==> config.mk <==
export PLATFORM = sky130hd
export DESIGN_NAME = sb_scoreboard
export DESIGN_NICKNAME = d
export VERILOG_FILES = /design/src/rtl/sb_pkg.sv /design/src/rtl/sb_result_table.sv /design/src/rtl/sb_fu_slot.sv /design/src/rtl/sb_war_gate.sv /design/src/rtl/sb_scoreboard.sv
export SDC_FILE = /design/constraint.sdc
export NUM_CORES = 1
export LEC_CHECK = 0
export CORE_MARGIN = 4
export CORE_UTILIZATION = 50
export CTS_BUF_LIST = sky130_fd_sc_hd__clkbuf_4
export DETAILED_ROUTE_END_ITERATION = 16
export GPL_ROUTABILITY_DRIVEN = 0
export PLACE_DENSITY_LB_ADDON = 0.15
export SYNTH_ARGS = -nofsm -noshare
export SYNTH_HDL_FRONTEND = slang
export SYNTH_SLANG_ARGS = --single-unit
export TNS_END_PERCENT = 5
==> constraint.sdc <==
create_clock -name clk -period 8.9 [get_ports clk]
set_input_delay 2.67 -clock clk [delete_from_list [all_inputs] [get_ports clk]]
set_output_delay 2.67 -clock clk [all_outputs]
set_load 0.03 [all_outputs]
==> src/rtl/sb_pkg.sv <==
package sb_pkg;

   // Step of the instruction held by one functional unit.
   typedef enum logic [1:0] {
      FU_IDLE  = 2'd0,
      FU_READ  = 2'd1,
      FU_EXEC  = 2'd2,
      FU_WRITE = 2'd3
   } fu_state_e;

endpackage

==> src/rtl/sb_result_table.sv <==
// Pending-writer table: one flag and one owning unit per architectural register.
module sb_result_table #(
   parameter int NUM_FU  = 4,
   parameter int NUM_REG = 32,
   parameter int FU_W    = 2,
   parameter int REG_W   = 5
) (
   input  logic              clk,
   input  logic              rst_n,
   input  logic              claim_en,
   input  logic [REG_W-1:0]  claim_reg,
   input  logic [FU_W-1:0]   claim_fu,
   input  logic [NUM_FU-1:0] wb_grant,
   input  logic [REG_W-1:0]  look_dst,
   input  logic [REG_W-1:0]  look_a,
   input  logic [REG_W-1:0]  look_b,
   output logic              dst_pending,
   output logic              a_pending,
   output logic [FU_W-1:0]   a_owner,
   output logic              b_pending,
   output logic [FU_W-1:0]   b_owner
);

   logic [NUM_REG-1:0]           pend;
   logic [NUM_REG-1:0][FU_W-1:0] owner;

   for (genvar r = 0; r < NUM_REG; r++) begin : g_reg
      logic            pend_q;
      logic [FU_W-1:0] own_q;

      always_ff @(posedge clk or negedge rst_n) begin
         if (!rst_n) begin
            pend_q <= 1'b0;
            own_q  <= '0;
         end else if (claim_en && claim_reg == REG_W'(r)) begin
            pend_q <= 1'b1;
            own_q  <= claim_fu;
         end else if (pend_q && wb_grant[own_q]) begin
            pend_q <= 1'b0;
         end
      end

      assign pend[r]  = pend_q;
      assign owner[r] = own_q;
   end

   assign dst_pending = pend[look_dst];
   assign a_pending   = pend[look_a];
   assign a_owner     = owner[look_a];
   assign b_pending   = pend[look_b];
   assign b_owner     = owner[look_b];

endmodule

==> src/rtl/sb_fu_slot.sv <==
// Status slot of one functional unit: registers, producer tags, ready flags, step.
module sb_fu_slot #(
   parameter int NUM_FU = 4,
   parameter int FU_W   = 2,
   parameter int REG_W  = 5
) (
   input  logic               clk,
   input  logic               rst_n,
   input  logic               take,
   input  logic [REG_W-1:0]   new_dst,
   input  logic [REG_W-1:0]   new_a,
   input  logic [REG_W-1:0]   new_b,
   input  logic               a_pend,
   input  logic [FU_W-1:0]    a_own,
   input  logic               b_pend,
   input  logic [FU_W-1:0]    b_own,
   input  logic [NUM_FU-1:0]  wb_grant,
   input  logic               done,
   input  logic               self_wb,
   output sb_pkg::fu_state_e  state,
   output logic [REG_W-1:0]   dst,
   output logic [REG_W-1:0]   src_a,
   output logic [REG_W-1:0]   src_b,
   output logic               rdy_a,
   output logic               rdy_b,
   output logic               read_go
);

   logic [FU_W-1:0] tag_a, tag_b;

   assign read_go = (state == sb_pkg::FU_READ) && rdy_a && rdy_b;

   always_ff @(posedge clk or negedge rst_n) begin
      if (!rst_n) begin
         state <= sb_pkg::FU_IDLE;
         dst   <= '0;
         src_a <= '0;
         src_b <= '0;
         tag_a <= '0;
         tag_b <= '0;
         rdy_a <= 1'b0;
         rdy_b <= 1'b0;
      end else begin
         case (state)
            sb_pkg::FU_IDLE: begin
               if (take) begin
                  state <= sb_pkg::FU_READ;
                  dst   <= new_dst;
                  src_a <= new_a;
                  src_b <= new_b;
                  tag_a <= a_own;
                  tag_b <= b_own;
                  // a producer retiring in this very cycle counts as done
                  rdy_a <= !a_pend || wb_grant[a_own];
                  rdy_b <= !b_pend || wb_grant[b_own];
               end
            end
            sb_pkg::FU_READ: begin
               if (!rdy_a && wb_grant[tag_a]) rdy_a <= 1'b1;
               if (!rdy_b && wb_grant[tag_b]) rdy_b <= 1'b1;
               if (read_go) state <= sb_pkg::FU_EXEC;
            end
            sb_pkg::FU_EXEC: begin
               if (done) state <= sb_pkg::FU_WRITE;
            end
            default: begin
               if (self_wb) state <= sb_pkg::FU_IDLE;
            end
         endcase
      end
   end

endmodule

==> src/rtl/sb_war_gate.sv <==
// Writeback permission: a unit waiting to write is held while an older unit
// still has to read the old value of that register.
module sb_war_gate #(
   parameter int NUM_FU = 4,
   parameter int REG_W  = 5
) (
   input  sb_pkg::fu_state_e [NUM_FU-1:0] st,
   input  logic [NUM_FU-1:0][REG_W-1:0]  dst,
   input  logic [NUM_FU-1:0][REG_W-1:0]  src_a,
   input  logic [NUM_FU-1:0][REG_W-1:0]  src_b,
   input  logic [NUM_FU-1:0]             rdy_a,
   input  logic [NUM_FU-1:0]             rdy_b,
   output logic [NUM_FU-1:0]             wb_ok
);

   always_comb begin
      for (int w = 0; w < NUM_FU; w++) begin
         wb_ok[w] = (st[w] == sb_pkg::FU_WRITE);
         for (int f = 0; f < NUM_FU; f++) begin
            if (f != w && st[f] == sb_pkg::FU_READ &&
                ((src_a[f] == dst[w] && rdy_a[f]) ||
                 (src_b[f] == dst[w] && rdy_b[f])))
               wb_ok[w] = 1'b0;
         end
      end
   end

endmodule

==> src/rtl/sb_scoreboard.sv <==
// Centralized scoreboard: in-order issue, out-of-order read/execute/write.
module sb_scoreboard #(
   parameter int  NUM_FU  = 4,
   parameter int  NUM_REG = 32,
   localparam int FU_W    = $clog2(NUM_FU),
   localparam int REG_W   = $clog2(NUM_REG)
) (
   input  logic              clk,
   input  logic              rst_n,
   input  logic              iss_valid,
   input  logic [FU_W-1:0]   iss_class,
   input  logic [REG_W-1:0]  iss_dst,
   input  logic [REG_W-1:0]  iss_src_a,
   input  logic [REG_W-1:0]  iss_src_b,
   input  logic [NUM_FU-1:0] exec_done,
   output logic              iss_grant,
   output logic [NUM_FU-1:0] rd_grant,
   output logic [NUM_FU-1:0] wb_grant
);

   // every class code must name a unit and every register code a register
   if (NUM_FU < 2 || (1 << FU_W) != NUM_FU) begin : g_bad_fu
      $error("sb_scoreboard: NUM_FU must be a power of two, at least 2");
   end
   if (NUM_REG < 2 || (1 << REG_W) != NUM_REG) begin : g_bad_reg
      $error("sb_scoreboard: NUM_REG must be a power of two, at least 2");
   end

   sb_pkg::fu_state_e [NUM_FU-1:0] st;
   logic [NUM_FU-1:0][REG_W-1:0]  u_dst, u_a, u_b;
   logic [NUM_FU-1:0]             u_rdy_a, u_rdy_b, take, read_go, wb_ok;
   logic                          dst_pend, a_pend, b_pend;
   logic [FU_W-1:0]               a_own, b_own;

   sb_result_table #(
      .NUM_FU (NUM_FU),
      .NUM_REG(NUM_REG),
      .FU_W   (FU_W),
      .REG_W  (REG_W)
   ) u_table (
      .clk        (clk),
      .rst_n      (rst_n),
      .claim_en   (iss_grant),
      .claim_reg  (iss_dst),
      .claim_fu   (iss_class),
      .wb_grant   (wb_ok),
      .look_dst   (iss_dst),
      .look_a     (iss_src_a),
      .look_b     (iss_src_b),
      .dst_pending(dst_pend),
      .a_pending  (a_pend),
      .a_owner    (a_own),
      .b_pending  (b_pend),
      .b_owner    (b_own)
   );

   // structural and WAW checks; the pending flag of the destination is still
   // set during its writer's writeback cycle, so issue waits one more cycle
   assign iss_grant = iss_valid && (st[iss_class] == sb_pkg::FU_IDLE) && !dst_pend;

   for (genvar u = 0; u < NUM_FU; u++) begin : g_unit
      assign take[u] = iss_grant && (iss_class == FU_W'(u));

      sb_fu_slot #(
         .NUM_FU(NUM_FU),
         .FU_W  (FU_W),
         .REG_W (REG_W)
      ) u_slot (
         .clk     (clk),
         .rst_n   (rst_n),
         .take    (take[u]),
         .new_dst (iss_dst),
         .new_a   (iss_src_a),
         .new_b   (iss_src_b),
         .a_pend  (a_pend),
         .a_own   (a_own),
         .b_pend  (b_pend),
         .b_own   (b_own),
         .wb_grant(wb_ok),
         .done    (exec_done[u]),
         .self_wb (wb_ok[u]),
         .state   (st[u]),
         .dst     (u_dst[u]),
         .src_a   (u_a[u]),
         .src_b   (u_b[u]),
         .rdy_a   (u_rdy_a[u]),
         .rdy_b   (u_rdy_b[u]),
         .read_go (read_go[u])
      );
   end

   sb_war_gate #(
      .NUM_FU(NUM_FU),
      .REG_W (REG_W)
   ) u_war (
      .st   (st),
      .dst  (u_dst),
      .src_a(u_a),
      .src_b(u_b),
      .rdy_a(u_rdy_a),
      .rdy_b(u_rdy_b),
      .wb_ok(wb_ok)
   );

   assign rd_grant = read_go;
   assign wb_grant = wb_ok;

endmodule

After elaboration in Yosys (flattened, before gate mapping). Cells that the tools add are included. W data, S select, Z words.

$add $sub $neg: 0. $mul: 0. Div/mod/pow operators: 0. $lt $le $gt $ge: 46. Equality and inequality tests: 90. Shift operators: 0. Multiplexer cells: 216. Bitwise logic cells: 0. Reductions and logical operators: 210.

Operator list (number): $mux W1 (137); $lt A2 B3 Y1 const B (43); $logic_and A1 B1 Y1 (122); $eq A5 B5 Y1 (24); $bmux W1 S2 (42); $eq A5 B5 Y1 const B (16); $reduce_bool A2 Y1 (36); $eq A5 B4 Y1 const B (8); $mux W2 (19); $ne A2 B2 Y1 const B (12); $pmux W2 S3 (4); $reduce_and A3 Y1 (8); $bmux W2 S5 (2); $eq A2 B2 Y1 const B (10); $eq A5 B3 Y1 const B (4); $lt A5 B6 Y1 const B (3); $ne A2 B1 Y1 const B (8); $pmux W1 S2 (8); $reduce_and A4 Y1 (4); $reduce_bool A4 Y1 (4); $bmux W1 S5 (3); $logic_or A1 B1 Y1 (14); $logic_not A2 Y1 (6); $logic_not A1 Y1 (11); other kinds (6) (14).

Register bits after elaboration: 188. Latch bits: 0. RAM bits: 0. Memory bits (read-only): 0. Input port bits: 24. Word-level logic and storage cells: 658. Memories kept: 0.

Depth between registers and ports, before layout. Gate-level depths: netlist of run 1.

Depth after elaboration: 12. Gate-level depth with buffers: 12. Depth with buffers taken out: 9.

By module. Synthesis of run 1 repeated with hierarchy kept, for this count alone.

Cells, all modules: 1004. Area, all modules: 12539.5 sq um.

By module, submodules not included: sb_result_table (times used 1, cells each 452, area each 6277.3 sq um, seq. area each 2402.3 sq um); sb_fu_slot (times used 4, cells each 83, area each 1129.8 sq um, seq. area each 575.6 sq um); sb_war_gate (times used 1, cells each 203, area each 1640.3 sq um, seq. area each 0.0 sq um); sb_scoreboard (times used 1, cells each 17, area each 102.6 sq um, seq. area each 0.0 sq um).

Worst setup path before layout of run 1. OpenSTA, ideal clock, no wires.

Path kind: input port to output port. Start point: input iss_dst[1]. End point: output iss_grant. Arrival time: 4329 ps. Data required time: 6230 ps. Slack: 1901 ps. Stages on the path: 6. Path through: buf_2 > mux2_2 > a31o_1 > a2111oi_4 > nor2_2 > inv_1.

Cells in the longest elaborated chain, start to end: 4.

Ends and longest elaborated chain: from (decl) (line sb_scoreboard.sv:12) `input logic [REG_W-1:0] iss_dst,`; $bmux W1 S5 (line sb_result_table.sv:47) `assign dst_pending = pend[look_dst];`; $mux W1 (not written as such) (line sb_result_table.sv:47); $logic_not A1 Y1 (line sb_scoreboard.sv:59) `assign iss_grant = iss_valid && (st[iss_class] == sb_pkg::FU_IDLE) && !dst_pend;`; $logic_and A1 B1 Y1 (line sb_scoreboard.sv:59); to (decl) (line sb_scoreboard.sv:16) `output logic iss_grant,`.

Every way passes these cells. The select of a mux whose other input is x is not followed.

Worst setup path in the final report of run 1.
Start point: input iss_dst[2]. End point: output iss_grant.

Same word-level chain as after synthesis.

==> results of run 1 <==
-- power breakdown --
| part | switching [µW] | total (µW) | internal [µW] |
|---|---|---|---|
| Combinational | 825 | 1840 | 1010 |
| Sequential | 503 | 1620 | 1120 |
| Clock | 316 | 543 | 227 |
| Total | 1640 | 4000 | 2350 |
-- worst max-delay path, cell delays in order --
cell	delay (ps)
clkdlybuf4s50_1	800
nor2b_1	620
a22o_1	270
nor3_1	60
buf_4	230
nor2_2	390
inv_1	80
buf_4	180
-- synth_stat cells (all sizes together) (13+ instances only) --
master  number  area share (%)
a21o        13            0.79
buf         36             1.7
clkbuf      55             1.7
dfrtp      188              38
ha          20             2.0
inv         24            0.73
mux2       157              15
mux4        97              18
nand2       75             2.4
nand3       13            0.53
nand4       27             1.4
nor2        29            0.91
nor3        14            0.61
xnor2       82             5.8
xor2        38             2.7
-- sequential cells by signal, summed over array words and instances, names as in the netlist --
name,count
g_unit.u_slot.tag_a,8
g_unit.u_slot.src_a,20
u_table.g.own_q,64
g_unit.u_slot.rdy_b,4
g_unit.u_slot.dst,20
g_unit.u_slot.src_b,20
g_unit.u_slot.state,8
u_table.g.pend_q,32
g_unit.u_slot.rdy_a,4
g_unit.u_slot.tag_b,8
-- worst paths after layout --
| kind | startpoint | endpoint | slack [ps] |
|---|---|---|---|
| max | iss_dst[2] | iss_grant | 930 |
| min | g_unit[0].u_slot.tag_b[1] | g_unit[0].u_slot.tag_b[1] | 520 |
| max reg2reg | g_unit[3].u_slot.state[1] | g_unit[2].u_slot.rdy_a | 5470 |
| min reg2reg | g_unit[0].u_slot.tag_b[1] | g_unit[0].u_slot.tag_b[1] | 520 |
| max in group asynchronous | rst_n | u_table.g_reg[14].own_q[1] | 5610 |
| min in group asynchronous | rst_n | g_unit[1].u_slot.src_b[1] | 2040 |
-- per-layer routing --
metal  wire length (µm)  track usage, %  up-vias
met1              15000            38.2     4376
met3               2400            4.84       66
met4                966            8.81        2
met2              16200            41.0      321
met5                  8               0        -
li1                   -               -     3607
-- through the flow --
step	hold slack, ps	area (µm²)	power, µW	worst slack (ps)	util, %
floorplan	466	12300	2930	1900	-
global placement	480	12800	3440	919	52.8
detailed placement	489	12800	3460	905	52.8
CTS	524	13100	4010	891	54.2
global route	544	13100	4240	796	54.2
finish	523	13100	4000	932	54.2
-- cell type report --
type                       count  area (µm²)
fill                        2105       11100
multi-input combinational    691        7120
sequential                   188        4700
timing repair buffer          54         482
tap                          324         405
clock inverter                14         191
clock buffer                  18         135
inverter                      24        90.1
antenna                        1        2.50
-- kinds of logic (layout without fill, tap and decap cells) --
kind of cell | count (synthesis) | in the layout | synth area share, %
AO/OA/AOI/OAI | 68 | 68 | 4.39
multiplexers | 264 | 264 | 33.3
adder cells (fa/ha/maj) | 20 | 20 | 2.04
AND/OR/NAND/NOR | 219 | 219 | 9.40
flip-flops | 188 | 188 | 38.3
buffers and inverters | 115 | 110 | 4.08
other | 0 | 1 | 0
XOR/XNOR | 120 | 120 | 8.55
==> metrics.md, run 1 <==
| Metric | Value |
|---|---|
| Largest net degree at the start of global routing | `66` |
| Power per cell area | `304 mW/mm²` |
| DIE WIDTH | `165 µm` |
| Vias in the first global route | `8,366` |
| Most frequent cells in the layout | `188 x dfrtp_1, 142 x mux2_2, 97 x mux4_2, 82 x xnor2_1, 74 x nand2_1` |
| Main synth FF type | `dfrtp_1` |
| Area delta synth->final | `6.85%` |
| Crit path max fanout | `14` |
| Tot GR Track Use | `26.5%` |
| Worst-Skew Late Latency | `about 600 ps` |
| WP data arrival | `5300 ps` |
| Post-Layout Cell Count | `1,314` |
| Clock buffer depth | `2` |
| CTS-repair resized insts | `0` |
| Initial drt markers | `863` |
| Leak | `0.00562 µW` |
| Critical path endpoint category | `output pin` |
| Commonest non-fill, non-tap cell in the layout | `dfrtp_1` |
| Final setup violation count | `0` |
| Setup CP Type | `in -> out` |
| Die Height | `~160 µm` |
| Hold depth | `1` |
| Final #Nets | `a little over 1,000` |
| Ys async rst share | `100%` |
| Slew of the pin with the lowest slew margin | `between 1000 and 1500 ps` |
| Post-Synthesis Cells | `994` |
| Worst setup SP type | `input port` |
| Share of layout cells above drive strength 1 | `32.2%` |
| Post-synth EDFFs | `0` |
| Routed WL | `34.6 mm` |
| DR WL/cell | `26.3 µm` |
| Final Critical Period | `7970 ps` |
| Fin Clk Skew | `slightly below 30 ps` |
| Crit share post-route | `between 80% and 90%` |
| Drt pass-1 iters | `5` |
| CTS root buf | `clkbuf_4` |
| Total CTS buffers | `17` |
| Max IR drop VDD | `0.151 mV` |
| Worst EP required | `6230 ps` |
| Initial antenna violation count | `2` |
| Ports | `33` |
| Clk slew on worst S/H paths | `160 ps` |
| Hold buffer count at cts | `0` |
| Input/output buffers | `32` |
| First-pass GRT wire length | `53.5 mm` |
| Vias per Instance | `around 6.4` |
| Mapped cell area | `0.0123 mm²` |
| Max-Slew Margin vs Limit | `a little under a quarter` |
| Die area | `0.0272 mm²` |
| Seq/Total Area, Yosys | `38.3%` |
| Syn avg cell area | `12.4 µm²` |
| Post-DP HPWL | `23.3 mm` |
| R2R cell count | `9` |
| Post-CTS Setup Bufs | `0` |
| H-tree Lvls | `4` |
| Setup tns final | `0 ps` |
| Cell variety after synth | `between 60 and 70` |
| Gr ovfl total | `0` |
| Clock Sinks | `188` |
| Slew Limit Fails | `0` |
| Core Box Area | `0.0242 mm²` |
| YS warnings | `0` |
| CTS tree | `yes` |
| Fmax | `0.126 GHz` |
| Final Hold Fails | `0` |
| Routed Antenna Nets | `0` |
| #FFs+latches synth | `188` |
| Row count | `57` |
| Outcome | `completed` |
| Type of the most critical hold path | `reg -> reg` |
| Via count | `8,372` |
| RSZ-0062 raised after global routing | `false` |
| DRC viols | `0` |
| Syn Nets | `1,038` |
| Cell count after placement | `1,281` |
| Max Cap Viol | `0` |
| Initial Utilization | `a little over 50%` |
Power figures use the tool's default switching activity.
==> run 2, diff against run 1 <==
--- a/config.mk
+++ b/config.mk
@@ -5,8 +5,10 @@
 export SDC_FILE = /design/constraint.sdc
 export NUM_CORES = 1
 export LEC_CHECK = 0
+export CELL_PAD_IN_SITES_DETAIL_PLACEMENT = 1
+export CELL_PAD_IN_SITES_GLOBAL_PLACEMENT = 1
 export CORE_MARGIN = 4
-export CORE_UTILIZATION = 50
+export CORE_UTILIZATION = 57
 export CTS_BUF_LIST = sky130_fd_sc_hd__clkbuf_4
 export DETAILED_ROUTE_END_ITERATION = 16
 export GPL_ROUTABILITY_DRIVEN = 0
==> run 2 against run 1 <==
Compared with the run above:
- count of clock-buffer cells in the layout decreased by 1
- via count rose by 5.8%
- total power up 1.1%
- worst hold slack gained 21 ps
- sequential cell count unchanged
- combinational power rose by 4%
- utilization is 7.6 points higher
- critical path type unchanged
- sequential share of layout area rose by 0.30 points
- routed wire length rose by 9.0%
==> metrics.md, run 2 (synthesized netlist as in run 1, its figures left out) <==
| Metric | Value |
|---|---|
| Largest regs | `u_table.g.own_q: 64 flops, u_table.g.pend_q: 32 flops` |
| Most frequent cells in the layout | `188 x dfrtp_1, 142 x mux2_2, 97 x mux4_2, 82 x xnor2_1, 74 x nand2_1` |
| Ports | `33 (unchanged)` |
| Slew Limit Fails | `0 (unchanged)` |
| Outcome | `completed` |
| Final setup violation count | `0 (unchanged)` |
| R2R setup slack | `5330 ps (-140 ps)` |
| Clock Sinks | `188 (unchanged)` |
| Largest net degree at the start of global routing | `113 (+71%)` |
| Initial antenna violation count | `1 (-1)` |
| Total power | `4040 µW (+1.1%)` |
| Largest delay share family, worst path | `buffers and inverters` |
| Share of layout cells above drive strength 1 | `31.9% (-0.24 points)` |
| Crit path largest cell delay | `870 ps (+70 ps)` |
| Setup tns final | `0 ps (unchanged)` |
| RR Endpoint | `g_unit[1].u_slot.rdy_b` |
| Initial Utilization | `58.3% (+7.6 points)` |
| Worst Hold Launch | `g_unit[0].u_slot.tag_b[1]` |
| Max Cap Viol | `0 (unchanged)` |
| Worst hold slack | `544 ps (+20.6 ps)` |
| Vias in the first global route | `9,670 (+16%)` |
| Worst setup SP type | `input port` |
| CTS root buf | `clkbuf_4` |
| CP max stage cell | `clkdlybuf4s50_1` |
| Placed inst area | `0.0127 mm² (-0.58%)` |
| Routed WL | `37.7 mm (+9.0%)` |
| Worst R2R Start | `g_unit[3].u_slot.state[1]` |
| Metal-1 WL | `14.3 mm (-4.8%)` |
| H-tree Lvls | `4 (unchanged)` |
| Area delta synth->final | `5.95%` |
| Crit share post-route | `90.7% (+1.1 points)` |
| Final #Nets | `1,018 (-0.20%)` |
| WP data arrival | `5400 ps (+100 ps)` |
| Post-route cell area | `0.0130 mm² (-0.84%)` |
| First-pass GRT wire length | `59.0 mm (+10%)` |
| Critical Path Most Common Cell | `a22oi_1` |
| Worst EP required | `6230 ps (about the same)` |
| Die area | `0.0240 mm² (-12%)` |
| Drt pass-1 iters | `5 (unchanged)` |
| Post-DP HPWL | `26.0 mm (+12%)` |
| Routed met2 length | `18.7 mm (+15%)` |
| Worst-Skew Late Latency | `630 ps (+20 ps)` |
| Top Metal Used | `met4` |
| Die Height | `155 µm (-6.0%)` |
| Core Box Area | `0.0211 mm² (-13%)` |
| Power per cell area | `310 mW/mm² (+2.0%)` |
| Commonest non-fill, non-tap cell in the layout | `dfrtp_1` |
| Total CTS buffers | `17 (unchanged)` |
| Crit path max fanout | `21 (+7)` |
| CTS-repair resized insts | `0 (unchanged)` |
| Routed Antenna Nets | `0 (unchanged)` |
| Buffers plus inverters on the worst setup path | `3 (-1)` |
| Input/output buffers | `32 (unchanged)` |
| Clk slew on worst S/H paths | `160 ps (about the same)` |
| Final Critical Period | `8070 ps (+101 ps)` |
| DRC viols | `0 (unchanged)` |
| Initial drt markers | `872 (+1.0%)` |
| Most flops, register | `u_table.g.own_q` |
| Final Hold Fails | `0 (unchanged)` |
| Critical path endpoint category | `output pin` |
| R2R cell count | `10 (+1)` |
| Vias per Instance | `7.01 (+10%)` |
| Worst path cell trace | `clkdlybuf4s50_1 > nor2_1 > a22oi_1 > a22oi_1 > a2111oi_4 > nor2_2 > inv_1 > buf_4` |
| Hold depth | `1 (unchanged)` |
| DR WL/cell | `29.8 µm (+13%)` |
| Met3 routed WL | `2.55 mm (+6.3%)` |
| DIE WIDTH | `155 µm (-6.0%)` |
| Fin Clk Skew | `34.9 ps (+5.09 ps)` |
| Clock buffer depth | `2 (unchanged)` |
| Fmax | `0.124 GHz (-1.3%)` |
| Max reg flops | `64 (unchanged)` |
| Max-Slew Margin vs Limit | `30.9% (+7.0 points)` |
| Hold buffer count at cts | `0 (unchanged)` |
| Post-CTS Setup Bufs | `0 (unchanged)` |
| Tot GR Track Use | `32.5% (+6.0 points)` |
| Slew of the pin with the lowest slew margin | `1030 ps (-107 ps)` |
| Setup CP Type | `in -> out` |
| Area occupied by multi-input gates | `0.00712 mm² (about the same)` |
| Leak | `0.00561 µW (-0.30%)` |
| Final core occ | `61.8% (+7.6 points)` |
| Register area | `0.00470 mm² (unchanged)` |
| Type of the most critical hold path | `reg -> reg` |
| Gr ovfl total | `0 (unchanged)` |
| RSZ-0062 raised after global routing | `false` |
| Row count | `53 (-7.0%)` |
| Max IR drop VDD | `0.218 mV (+45%)` |
| CTS tree | `yes` |
| Via count | `8,860 (+5.8%)` |
| Filler cells | `2,079 (-1.2%)` |
| WHS Endpoint | `g_unit[0].u_slot.tag_b[1]` |
run 2: changes by cell type in the layout (fill, tap and decap cells not counted):
| cell | previous run | this run |
|---|---|---|
| nor2_1 | 27 | 28 |
| buf_2 | 1 | 0 |
| clkinv_1 | 2 | 1 |
| clkbuf_4 | 18 | 17 |
| clkinvlp_4 | 4 | 1 |
| bufinv_16 | 4 | 1 |
| nor2_2 | 2 | 1 |
| clkinv_8 | 0 | 1 |
| diode_2 | 1 | 2 |
| clkdlybuf4s50_1 | 29 | 30 |
| inv_6 | 2 | 1 |
| clkinv_4 | 0 | 5 |
| inv_8 | 1 | 4 |
| buf_4 | 23 | 21 |
run 2: worst max-delay path by stage:
stage | from | to | cells after the start
6_report | iss_dst[0] | iss_grant | 8
2_1_floorplan | iss_dst[1] | iss_grant | 6
3_5_place_dp | iss_dst[0] | iss_grant | 8
5_1_grt | iss_dst[0] | iss_grant | 8
3_3_place_gp | iss_class[0] | iss_grant | 9
4_1_cts | iss_dst[0] | iss_grant | 8
run 2: power breakdown:
group	internal (µW)	switching, µW	total [µW]
combinational	1010	903	1920
sequential	1120	521	1640
clock	150	341	490
total	2280	1760	4040
run 2: metal layers:
metal	track usage [%]	vias up
met4	16.6	0
met2	53.3	461
met3	6.54	142
met1	41.4	4635
met5	0	-
li1	-	3622
run 2: worst register-to-register path, cell delays in order (launching register included):
cell and delay (ps):
dfrtp_1 480, inv_1 120, ha_1 450, nand2_1 170
or3_1 440, and4_1 230, o311ai_4 90, buf_4 510
mux2i_1 170, o22ai_1 580, a211oi_1 170
run 2: layout make-up:
class                   count  area share [%]
clock buffers              17           0.980
repair buffers             52            3.62
flip-flops and latches    188            36.1
inverters                  24           0.692
diodes                      2          0.0384
clock inverters            15            1.23
well taps                 275            2.64
multi-input cells         691            54.7
run 2: per-stage QoR:
stage               instances  setup WS [ps]
floorplan                 994           1900
global placement         1230            992
finish                   1264            831
global route             1263            583
detailed placement       1230            870
CTS                      1262            878
